**src/rtl/lgc_pkg.sv**
```systemverilog
// Shared types for the loop-gain controller.
// Assumes: multiplier codes are decoded by the thermometer shift logic downstream.
package lgc_pkg;
    typedef enum logic [2:0] {
        ST_STEADY   = 3'd0,
        ST_CRS_UNIT = 3'd1,
        ST_CRS_DYN  = 3'd2,
        ST_FNE_UNIT = 3'd3,
        ST_FNE_DYN  = 3'd4
    } lgc_state_e;

    typedef enum logic [1:0] {
        MULT_X1  = 2'b00,
        MULT_X4  = 2'b01,
        MULT_X16 = 2'b10
    } lgc_mult_e;

    localparam logic [1:0] MPSW_OFF    = 2'b00;
    localparam logic [1:0] MPSW_FINE   = 2'b01;
    localparam logic [1:0] MPSW_COARSE = 2'b11;
endpackage

```
**src/rtl/lgc_err_sum.sv**
```systemverilog
// Error trend summary: agreement count of phase directions with the first
// phase, and a mixed-period flag (partial agreement or direction reversal).
// Assumes: err_vec is stable while samp_vld is high.
module lgc_err_sum #(
    parameter int NPH = 4,
    localparam int CW = $clog2(NPH + 1)
) (
    input  logic           clk,
    input  logic           rst_n,
    input  logic           samp_vld,
    input  logic [NPH-1:0] err_vec,
    output logic           dir,
    output logic [CW-1:0]  agree,
    output logic           all_agree,
    output logic           mixed
);
    logic prev_dir_q;

    // Count phases whose direction matches the first phase.
    always_comb begin
        agree = '0;
        for (int i = 0; i < NPH; i++) begin
            agree = agree + CW'(err_vec[i] == err_vec[0]);
        end
    end

    assign dir       = err_vec[0];
    assign all_agree = (agree == CW'(NPH));
    assign mixed     = !all_agree || (dir != prev_dir_q);

    // Remember the direction of the last accepted sample.
    always_ff @(posedge clk) begin
        if (!rst_n)        prev_dir_q <= 1'b0;
        else if (samp_vld) prev_dir_q <= dir;
    end
endmodule

```
**src/rtl/lgc_ovf_mon.sv**
```systemverilog
// Saturation monitor for the coarse thermometer register: flags a step that
// would push past the full or empty end.
// Assumes: full and empty are never both set.
module lgc_ovf_mon (
    input  logic dir,
    input  logic crs_full,
    input  logic crs_empty,
    output logic sat
);
    // A step is saturating when it points into the end already reached.
    always_comb sat = (dir && crs_full) || (!dir && crs_empty);
endmodule

```
**src/rtl/lgc_fsm.sv**
```systemverilog
// Mode state machine: selects coarse/fine tuning, acceleration and steady
// state, and the step multiplier, once per accepted sample.
// Assumes: all inputs are qualified by samp_vld.
module lgc_fsm
    import lgc_pkg::*;
#(
    parameter int NPH      = 4,
    parameter int EXIT_CNT = 2,
    localparam int CW = $clog2(NPH + 1),
    localparam int XW = $clog2(EXIT_CNT + 1)
) (
    input  logic          clk,
    input  logic          rst_n,
    input  logic          samp_vld,
    input  logic [1:0]    big_err,
    input  logic [CW-1:0] agree,
    input  logic          all_agree,
    input  logic          mixed,
    input  logic          sat,
    output lgc_state_e    state_o,
    output lgc_mult_e     mult_o
);
    lgc_state_e state_q, state_d;
    lgc_mult_e  mult_q, mult_d;
    logic [XW-1:0] mix_cnt_q;
    logic          exit_hit;

    assign exit_hit = mixed && (mix_cnt_q == XW'(EXIT_CNT - 1));

    // Next-state choice from magnitude flags, trend and saturation.
    always_comb begin
        state_d = state_q;
        unique case (state_q)
            ST_STEADY: begin
                if (big_err[0])     state_d = ST_CRS_UNIT;
                else if (all_agree) state_d = ST_FNE_UNIT;
            end
            ST_CRS_UNIT: begin
                if (sat)             state_d = ST_FNE_UNIT;
                else if (big_err[1]) state_d = ST_CRS_DYN;
                else if (!big_err[0]) state_d = ST_FNE_UNIT;
            end
            ST_CRS_DYN: begin
                if (sat)           state_d = ST_FNE_UNIT;
                else if (exit_hit) state_d = ST_CRS_UNIT;
            end
            ST_FNE_UNIT: begin
                if (big_err[0])     state_d = ST_CRS_UNIT;
                else if (all_agree) state_d = ST_FNE_DYN;
                else if (exit_hit)  state_d = ST_STEADY;
            end
            ST_FNE_DYN: begin
                if (big_err[0])    state_d = ST_CRS_UNIT;
                else if (exit_hit) state_d = ST_FNE_UNIT;
            end
            default: state_d = ST_STEADY;
        endcase
    end

    // Multiplier for the coming period: trend-based only when accelerated.
    always_comb begin
        mult_d = MULT_X1;
        if (state_d == ST_CRS_DYN || state_d == ST_FNE_DYN) begin
            if (agree == CW'(NPH))          mult_d = MULT_X16;
            else if (agree >= CW'(NPH / 2)) mult_d = MULT_X4;
        end
    end

    // State, multiplier and mixed-period counter registers.
    always_ff @(posedge clk) begin
        if (!rst_n) begin
            state_q   <= ST_STEADY;
            mult_q    <= MULT_X1;
            mix_cnt_q <= '0;
        end else if (samp_vld) begin
            state_q <= state_d;
            mult_q  <= mult_d;
            if (state_d != state_q)          mix_cnt_q <= '0;
            else if (!mixed)                 mix_cnt_q <= '0;
            else if (mix_cnt_q != XW'(EXIT_CNT)) mix_cnt_q <= mix_cnt_q + 1'b1;
        end
    end

    assign state_o = state_q;
    assign mult_o  = mult_q;

    AST_BIG_TO_COARSE: assert property (@(posedge clk) disable iff (!rst_n)
        samp_vld && big_err[0] && (state_q == ST_STEADY || state_q == ST_FNE_UNIT || state_q == ST_FNE_DYN)
        |=> state_q == ST_CRS_UNIT);
    AST_DYN_ENTRY: assert property (@(posedge clk) disable iff (!rst_n)
        samp_vld && state_q == ST_CRS_UNIT && big_err[1] && !sat |=> state_q == ST_CRS_DYN);
    AST_MULT_LEGAL: assert property (@(posedge clk) disable iff (!rst_n)
        mult_q != 2'b11);
    AST_NO_SAMPLE_HOLD: assert property (@(posedge clk) disable iff (!rst_n)
        !samp_vld |=> $stable(state_q) && $stable(mult_q));
endmodule

```
**src/rtl/loop_gain_ctrl.sv**
```systemverilog
// Adaptive loop-gain mode controller top: joins the trend summary, the
// saturation monitor and the mode machine, and drives the step enables.
// Assumes: one samp_vld strobe per regulation period.
module loop_gain_ctrl
    import lgc_pkg::*;
#(
    parameter int NPH      = 4,
    parameter int EXIT_CNT = 2,
    localparam int CW = $clog2(NPH + 1)
) (
    input  logic           clk,
    input  logic           rst_n,
    input  logic           samp_vld,
    input  logic [1:0]     big_err,
    input  logic [NPH-1:0] err_vec,
    input  logic           crs_full,
    input  logic           crs_empty,
    output logic           mode_o,
    output logic [1:0]     mult_o,
    output logic [1:0]     mp_sw_o,
    output logic           step_up_o,
    output logic           crs_step_en_o,
    output logic           fne_step_en_o
);
    logic          dir, all_agree, mixed, sat;
    logic [CW-1:0] agree;
    lgc_state_e    state;
    lgc_mult_e     mult;

    lgc_err_sum #(.NPH(NPH)) u_sum (
        .clk(clk), .rst_n(rst_n), .samp_vld(samp_vld), .err_vec(err_vec),
        .dir(dir), .agree(agree), .all_agree(all_agree), .mixed(mixed)
    );

    lgc_ovf_mon u_ovf (
        .dir(dir), .crs_full(crs_full), .crs_empty(crs_empty), .sat(sat)
    );

    lgc_fsm #(.NPH(NPH), .EXIT_CNT(EXIT_CNT)) u_fsm (
        .clk(clk), .rst_n(rst_n), .samp_vld(samp_vld), .big_err(big_err),
        .agree(agree), .all_agree(all_agree), .mixed(mixed), .sat(sat),
        .state_o(state), .mult_o(mult)
    );

    // Mode and sampling control decoded from the state.
    always_comb begin
        mode_o  = (state == ST_CRS_UNIT) || (state == ST_CRS_DYN);
        mult_o  = mult;
        if (state == ST_STEADY) mp_sw_o = MPSW_OFF;
        else if (mode_o)        mp_sw_o = MPSW_COARSE;
        else                    mp_sw_o = MPSW_FINE;
    end

    // Step enables for the arrays, with saturation blocking on coarse.
    always_comb begin
        step_up_o     = dir;
        crs_step_en_o = samp_vld && mode_o && !sat;
        fne_step_en_o = samp_vld && !mode_o;
    end

    AST_SAT_BLOCK_UP: assert property (@(posedge clk) disable iff (!rst_n)
        samp_vld && crs_full && err_vec[0] |-> !crs_step_en_o);
    AST_SAT_BLOCK_DN: assert property (@(posedge clk) disable iff (!rst_n)
        samp_vld && crs_empty && !err_vec[0] |-> !crs_step_en_o);
    AST_ONE_ARRAY: assert property (@(posedge clk) disable iff (!rst_n)
        !(crs_step_en_o && fne_step_en_o));
    AST_STEADY_UNITY: assert property (@(posedge clk) disable iff (!rst_n)
        mp_sw_o == MPSW_OFF |-> (mult_o == MULT_X1 && !mode_o));
endmodule

```
**config.mk**
```make
export PLATFORM = sky130hd
export DESIGN_NAME = loop_gain_ctrl
export DESIGN_NICKNAME = d
export VERILOG_FILES = /design/src/rtl/lgc_pkg.sv /design/src/rtl/lgc_err_sum.sv /design/src/rtl/lgc_ovf_mon.sv /design/src/rtl/lgc_fsm.sv /design/src/rtl/loop_gain_ctrl.sv
export SDC_FILE = /design/constraint.sdc
export NUM_CORES = 1
export LEC_CHECK = 0
export ABC_AREA = 1
export BUFFER_PORTS_ARGS = -buffer_cell sky130_fd_sc_hd__buf_2
export CORE_MARGIN = 5
export CORE_UTILIZATION = 57
export CTS_CLUSTER_DIAMETER = 100
export DETAILED_ROUTE_END_ITERATION = 10
export PLACE_DENSITY = 0.83
export RECOVER_POWER = 100
export SLEW_MARGIN = 20
export SYNTH_ARGS = -nofsm -noshare
export SYNTH_HDL_FRONTEND = slang
export SYNTH_SLANG_ARGS = --single-unit
```
**constraint.sdc**
```tcl
create_clock -name clk -period 7.1 [get_ports clk]
set_input_delay 1.42 -clock clk [delete_from_list [all_inputs] [get_ports clk]]
set_output_delay 1.42 -clock clk [all_outputs]
set_load 0.02 [all_outputs]
```
* Yosys cells after proc, flatten, opt, wreduce, memory -nomap -nowiden
Cells that the tools add are included.
Storage, ports and cells: flip-flop bits (word level) 8, bits in latches 0, bits in writable memories 0, memory bits (read-only) 0, input port bits 11, output and inout bits 8, memories 0
Operators by class: add/sub/neg operators 4, multiply operators 0, div/mod/pow operators 0, magnitude comparators 1, equality and inequality tests 15, shift-type cells 0, multiplexer cells 21, bitwise logic cells 0, reductions and logical operators 16
Operator list (number):
- 3-bit two-way mux | 12
- 3-bit case mux with 5 select lines | 1
- 2-bit two-way mux | 7
- 3-bit by 2-bit == test with 1-bit output, second input constant | 3
- 3-bit == test, second input constant | 3
- 3-bit by 1-bit adder with 3-bit output | 2
- 1-bit logical AND | 6
- 1-bit logical NOT | 4
- 1-bit logical OR | 4
- 1-bit == test | 3
- 3-bit by 1-bit == test with 1-bit output, second input constant | 1
- 3-bit by 2-bit >= comparator with 1-bit output, second input constant | 1
- 3-bit logical NOT | 1
- 3-bit != test | 1
- 3-bit != test, second input constant | 1
- 1-bit by 1-bit adder with 2-bit output, first input constant | 1
- 2-bit by 1-bit adder with 2-bit output, second input constant | 1
- 2-bit by 1-bit == test with 1-bit output, second input constant | 1
- 2-bit != test, second input constant | 1
- 2-bit AND reduction | 1
- 1-bit two-way mux | 1
- 1-bit != test | 1

* Logic depth before layout (Yosys ltp)
depth after elaboration 15, mapped depth 21, gate-level depth less buffers 20

* Cells and area by module
Synthesis repeated with hierarchy kept, for this count alone.
Unflattened totals: cell total of the unflattened synthesis 167, area total of the unflattened synthesis 973.4 um2
By module, submodules not included:
- lgc_fsm | instances 1, cells an instance 127, area each 735.7 um2, seq. area each 140.1 um2
- lgc_err_sum | instances 1, cells an instance 24, area each 168.9 um2, seq. area each 20.0 um2
- loop_gain_ctrl | instances 1, cells an instance 12, area each 53.8 um2, seq. area each 0.0 um2
- lgc_ovf_mon | instances 1, cells an instance 4, area each 15.0 um2, seq. area each 0.0 um2

* Worst setup path after synthesis
Ideal clock, no wire load.
path kind input-to-reg, start point in err_vec[0], end point reg u_fsm.mix_cnt_q[0], data arrival time 3508 ps, required time 6985 ps, slack 3477 ps, stages on the path 20, path buffers 1, path through buf_6 xnor2_1 inv_1 fa_1 inv_1 ha_1 inv_1 nand2_1 nor2_2 nand2_2 nand2_2 nand2_1 nand2_1 nand2_2 nand3_1 nand2_1 nand2_2 nand3_4 a21oi_1 nor2_1
On the way: cells in the longest elaborated chain, start to end 15, elaborated cells on any way between the ends 31
Ends and longest elaborated chain:
- start, declared | line loop_gain_ctrl.sv:15 | input logic [NPH-1:0] err_vec,
- 1-bit == test | line lgc_err_sum.sv:23 | agree = agree + CW'(err_vec[i] == err_vec[0]);
- 1-bit by 1-bit adder with 2-bit output | line lgc_err_sum.sv:23
- 3-bit by 1-bit adder with 3-bit output (2 in series) | line lgc_err_sum.sv:23
- 3-bit == test | line lgc_err_sum.sv:28 | assign all_agree = (agree == CW'(NPH));
- 1-bit logical NOT | line lgc_err_sum.sv:29 | assign mixed = !all_agree || (dir != prev_dir_q);
- 1-bit logical OR | line lgc_err_sum.sv:29
- 1-bit logical AND | line lgc_fsm.sv:28 | assign exit_hit = mixed && (mix_cnt_q == XW'(EXIT_CNT - 1));
- 3-bit two-way mux | line lgc_fsm.sv:50 | else if (exit_hit) state_d = ST_STEADY;
- 3-bit two-way mux | line lgc_fsm.sv:49 | else if (all_agree) state_d = ST_FNE_DYN;
- 3-bit two-way mux | line lgc_fsm.sv:48 | if (big_err[0]) state_d = ST_CRS_UNIT;
- 3-bit case mux with 5 select lines | line lgc_fsm.sv:33 | unique case (state_q)
- 3-bit != test | line lgc_fsm.sv:78 | if (state_d != state_q) mix_cnt_q <= '0;
- 3-bit != test (no line)
- 2-bit AND reduction (no line)
- end signal, assigned | line lgc_fsm.sv:80 | else if (mix_cnt_q != XW'(EXIT_CNT)) mix_cnt_q <= mix_cnt_q + 1'b1;
- end, declared | line lgc_fsm.sv:25 | logic [XW-1:0] mix_cnt_q;
Parallel ways exist; a longest one is shown, timed or not. A chain may end at the register's enable or synchronous reset.

* Worst setup path after layout
start point in err_vec[0], end point reg u_fsm.mix_cnt_q[1]
Same word-level chain as after synthesis.

==> results by group <==
Clock tree
  • CTS Buf Count: 3
  • Insertion delay to the later sink of the worst-skew pair: 0.27 ns
  • CTS Root Cell: clkbuf_4
  • Clock sink count: 8
  • CTS tree: yes
  • Post_cts resized: 0
  • H-tree levels: 1
  • Hold buffers post-CTS: 0
  • Clock-pin slew on the worst setup and hold paths: 0.06 ns
  • CTS max path bufs: 2
  • Post-CTS setup buffers: 0

Die
  • Initial Util: 0.5867
  • IO Count: 19
  • # rows: 14
  • Die W: 48.92 µm
  • Die height: 48.92 µm
  • Core ar.: 1471 µm²
  • DIE AREA: 2393 µm²

Power and ir drop
  • Internal Power: 0.09407 mW
  • P_leak: 0.5020 nW
  • Sw frac: 0.4274
  • Maximum VDD drop: 0.00009836 V
  • Flop pwr share: 0.321
  • P_sw: 0.07022 mW
  • Pwr dens: 177.2 nW/µm²
  • Clock power frac: 0.223
  • Combinational Power Share: 0.456
  • Power consumption: 0.1643 mW

Layout
  • Ant. Diodes: 0
  • Area Overhead vs Synth: 7.391%
  • Final Net Count: 170
  • Share of layout cells above drive strength 1: 0.1974

Global routing
  • First-pass GRT wire length: 3.187 mm
  • Initial antenna violation count: 0
  • GRT overflow: 0
  • GRT Overall Usage: 0.1611
  • Vias in the first global route: 789
  • Largest net degree at the start of global routing: 13

Logic synthesis
  • Syn_nets: 151
  • Synth top area share: 0.1855
  • Synthesized area: 863.3 µm²
  • Post-synthesis sequential area ratio: 0.1855
  • Cell count after synthesis: 135
  • Area leader, netlist: dfxtp_1
  • Post-synth EDFFs: 0
  • Synth async-reset ratio: 0
  • Count leader, synth: nand2_1
  • Avg Cell Area, Syn: 6.395 µm²
  • Synth warnings: 0
  • Synth top cells by count: 28 x nand2_1, 20 x inv_1, 11 x nand2_2, 11 x nand3_1, 11 x nor2_1
  • Synth top area cells: dfxtp_1 19%, nand2_1 12%, inv_1 8.7%
  • FF+latch count, synth: 8
  • Top_reg_cell synth: dfxtp_1
  • Netlist cell types: 24

Worst setup path
  • Reg2Reg Launch Point: u_fsm.state_o[1]
  • Worst EP arrival: 4.12 ns
  • Critical-path cell list: clkbuf_1 -> xnor2_1 -> inv_1 -> fa_1 -> inv_1 -> ha_1 -> inv_1 -> nand2_1 -> nor2_1 -> nor2_1 -> nand2_1 -> nand3_2 -> nor2_1 -> nand2_2 -> nand2_1 -> nand2_1 -> nand3_4 -> nand3_1 -> nand2_1 -> nor2_1
  • Critical path's slowest cell: fa_1
  • Critical Path Sink Type: flip-flop
  • Crit Path Max Fanout: 7
  • Reg2Reg Setup Slack: 5.19 ns
  • Crit Path Class: input pin to flip-flop
  • CP Buf/Inv Count: 4
  • Worst R2R End: u_fsm.mix_cnt_q[1]
  • CP required: 7.25 ns
  • Startpoint types: input pin
  • CP delay by family, top: simple AND/OR/NAND/NOR gates
  • Slowest Stage Delay on Critical Path: 0.43 ns
  • Worst path most repeated cell: nand2_1
  • Reg2Reg Depth: 13

Routing
  • Final ANT Viol Nets: 0
  • Avg Vias per Cell: 5.238
  • # DRC: 0
  • WL final: 1.759 mm
  • DR WL/cell: 10.47 µm
  • Drt pass-1 iters: 4
  • DR vias: 880
  • 1st-iter DRT viols: 25

Worst hold path
  • Worst Hold Class: flip-flop to flip-flop
  • Worst hold start: u_fsm.mult_o[1]
  • Worst Hold End: u_fsm.mult_o[1]
  • Hold depth: 2

STA
  • Unrepaired setup endpoints after global routing: false
  • Final Hold Fails: 0
  • Max Transition Viols Final: 0
  • Slew at the pin with the worst max-slew slack: 0.4327 ns
  • Maximum operating frequency: 251.5 MHz
  • Relative slew slack: 0.7115
  • Setup Skew: 0.01323 ns
  • Final TNS setup: 0 ns
  • Fin crit share: 0.5599
  • Final setup fails: 0
  • Tmin final: 3.976 ns

Status
  • Outcome: completed

Placement
  • GPL Wtd Cong: 0.8915
  • Port Buf Inserts: 18
  • Placed wire-length estimate: 1.480 mm

Run
  • Max Cap Viol: 0
==> power by group through the flow <==
stage                     Combinational [mW]  Clock, mW  Sequential, mW
after floorplan                       0.0662          0          0.0522
after global placement                0.0782          0          0.0535
after detailed placement              0.0801          0          0.0538
after CTS                             0.0803     0.0370          0.0528
after global routing                  0.0859     0.0402          0.0533
final                                 0.0749     0.0367          0.0527
==> worst reg2reg max path: stages (launching register included) <==
cell	delay (ns)
dfxtp_1	0.56
inv_4	0.09
nand3_1	0.12
nand2_1	0.08
nand2_1	0.07
nand3_2	0.07
nor2_1	0.23
nand2_2	0.10
nand2_1	0.07
nand2_1	0.11
nand3_4	0.12
nand3_1	0.07
nand2_1	0.07
nor2_1	0.04
==> layout by cell type (no fill, tap or decap) <==
cell type,count
a21oi_1,10
buf_2,9
clkbuf_1,9
clkbuf_4,3
dfxtp_1,8
fa_1,1
ha_1,4
inv_1,20
inv_2,2
inv_4,2
nand2_1,30
nand2_2,9
nand3_1,12
nand3_2,2
nand3_4,1
nand4_1,3
nor2_1,13
nor3_1,1
o21ai_0,7
o21ai_1,1
o21ai_2,1
o21ai_4,1
xnor2_1,3
==> through the flow <==
stage          hold slack (ns)    util  area (µm²)  cells  worst slack, ns
4_1_cts                 0.4724  0.6514       958.4    168            3.421
3_5_place_dp            0.4628  0.6361       935.9    165            3.153
6_report                0.4679  0.6301       927.1    168            3.124
5_1_grt                 0.5089  0.6301       927.1    168            2.839
2_1_floorplan           0.4775       -       863.3    135            3.477
3_3_place_gp            0.4579  0.6361       935.9    165            3.279
==> registers in the layout (all words and copies together), names as in the netlist <==
signal	count
u_fsm.state_o	3
u_fsm.mult_o	2
u_fsm.mix_cnt_q	2
u_sum.prev_dir_q	1
==> worst max path at each step <==
stage / start / to / slack [ns] / depth (start not counted)
global route: err_vec[0] / u_fsm.mix_cnt_q[0] / 2.84 / 20
finish: err_vec[0] / u_fsm.mix_cnt_q[1] / 3.12 / 20
floorplan: err_vec[0] / u_fsm.mix_cnt_q[0] / 3.48 / 20
CTS: err_vec[0] / u_fsm.mix_cnt_q[1] / 3.42 / 20
detailed placement: err_vec[0] / u_fsm.mix_cnt_q[1] / 3.15 / 20
global placement: err_vec[0] / u_fsm.mix_cnt_q[1] / 3.28 / 20
==> cells by family after synthesis <==
| logic type | after synthesis | synth area share |
|---|---|---|
| simple gates | 71 | 0.4159 |
| compound gates | 20 | 0.1333 |
| flops | 8 | 0.1855 |
| buf+inv | 28 | 0.1536 |
| fa+ha+maj | 5 | 0.08116 |
| xor+xnor | 3 | 0.03044 |
==> final cells by class <==
| cell class | count | area (µm²) |
|---|---|---|
| multi-input cells | 99 | 550.5 |
| clock buffers | 3 | 22.52 |
| repair buffers | 18 | 78.83 |
| flip-flops and latches | 8 | 160.2 |
| well taps | 16 | 20.02 |
| inverters | 24 | 95.09 |
| fillers | 151 | 544.3 |
==> routing by layer <==
layer  GRT usage  share of wire  wire [µm]
met1      0.2118           0.45        787
met3     0.05810          0.077        136
met5           0              0          0
met4     0.02242         0.0045          8
met2      0.2565           0.47        827
Note: power is estimated with default switching activity, not from simulation.
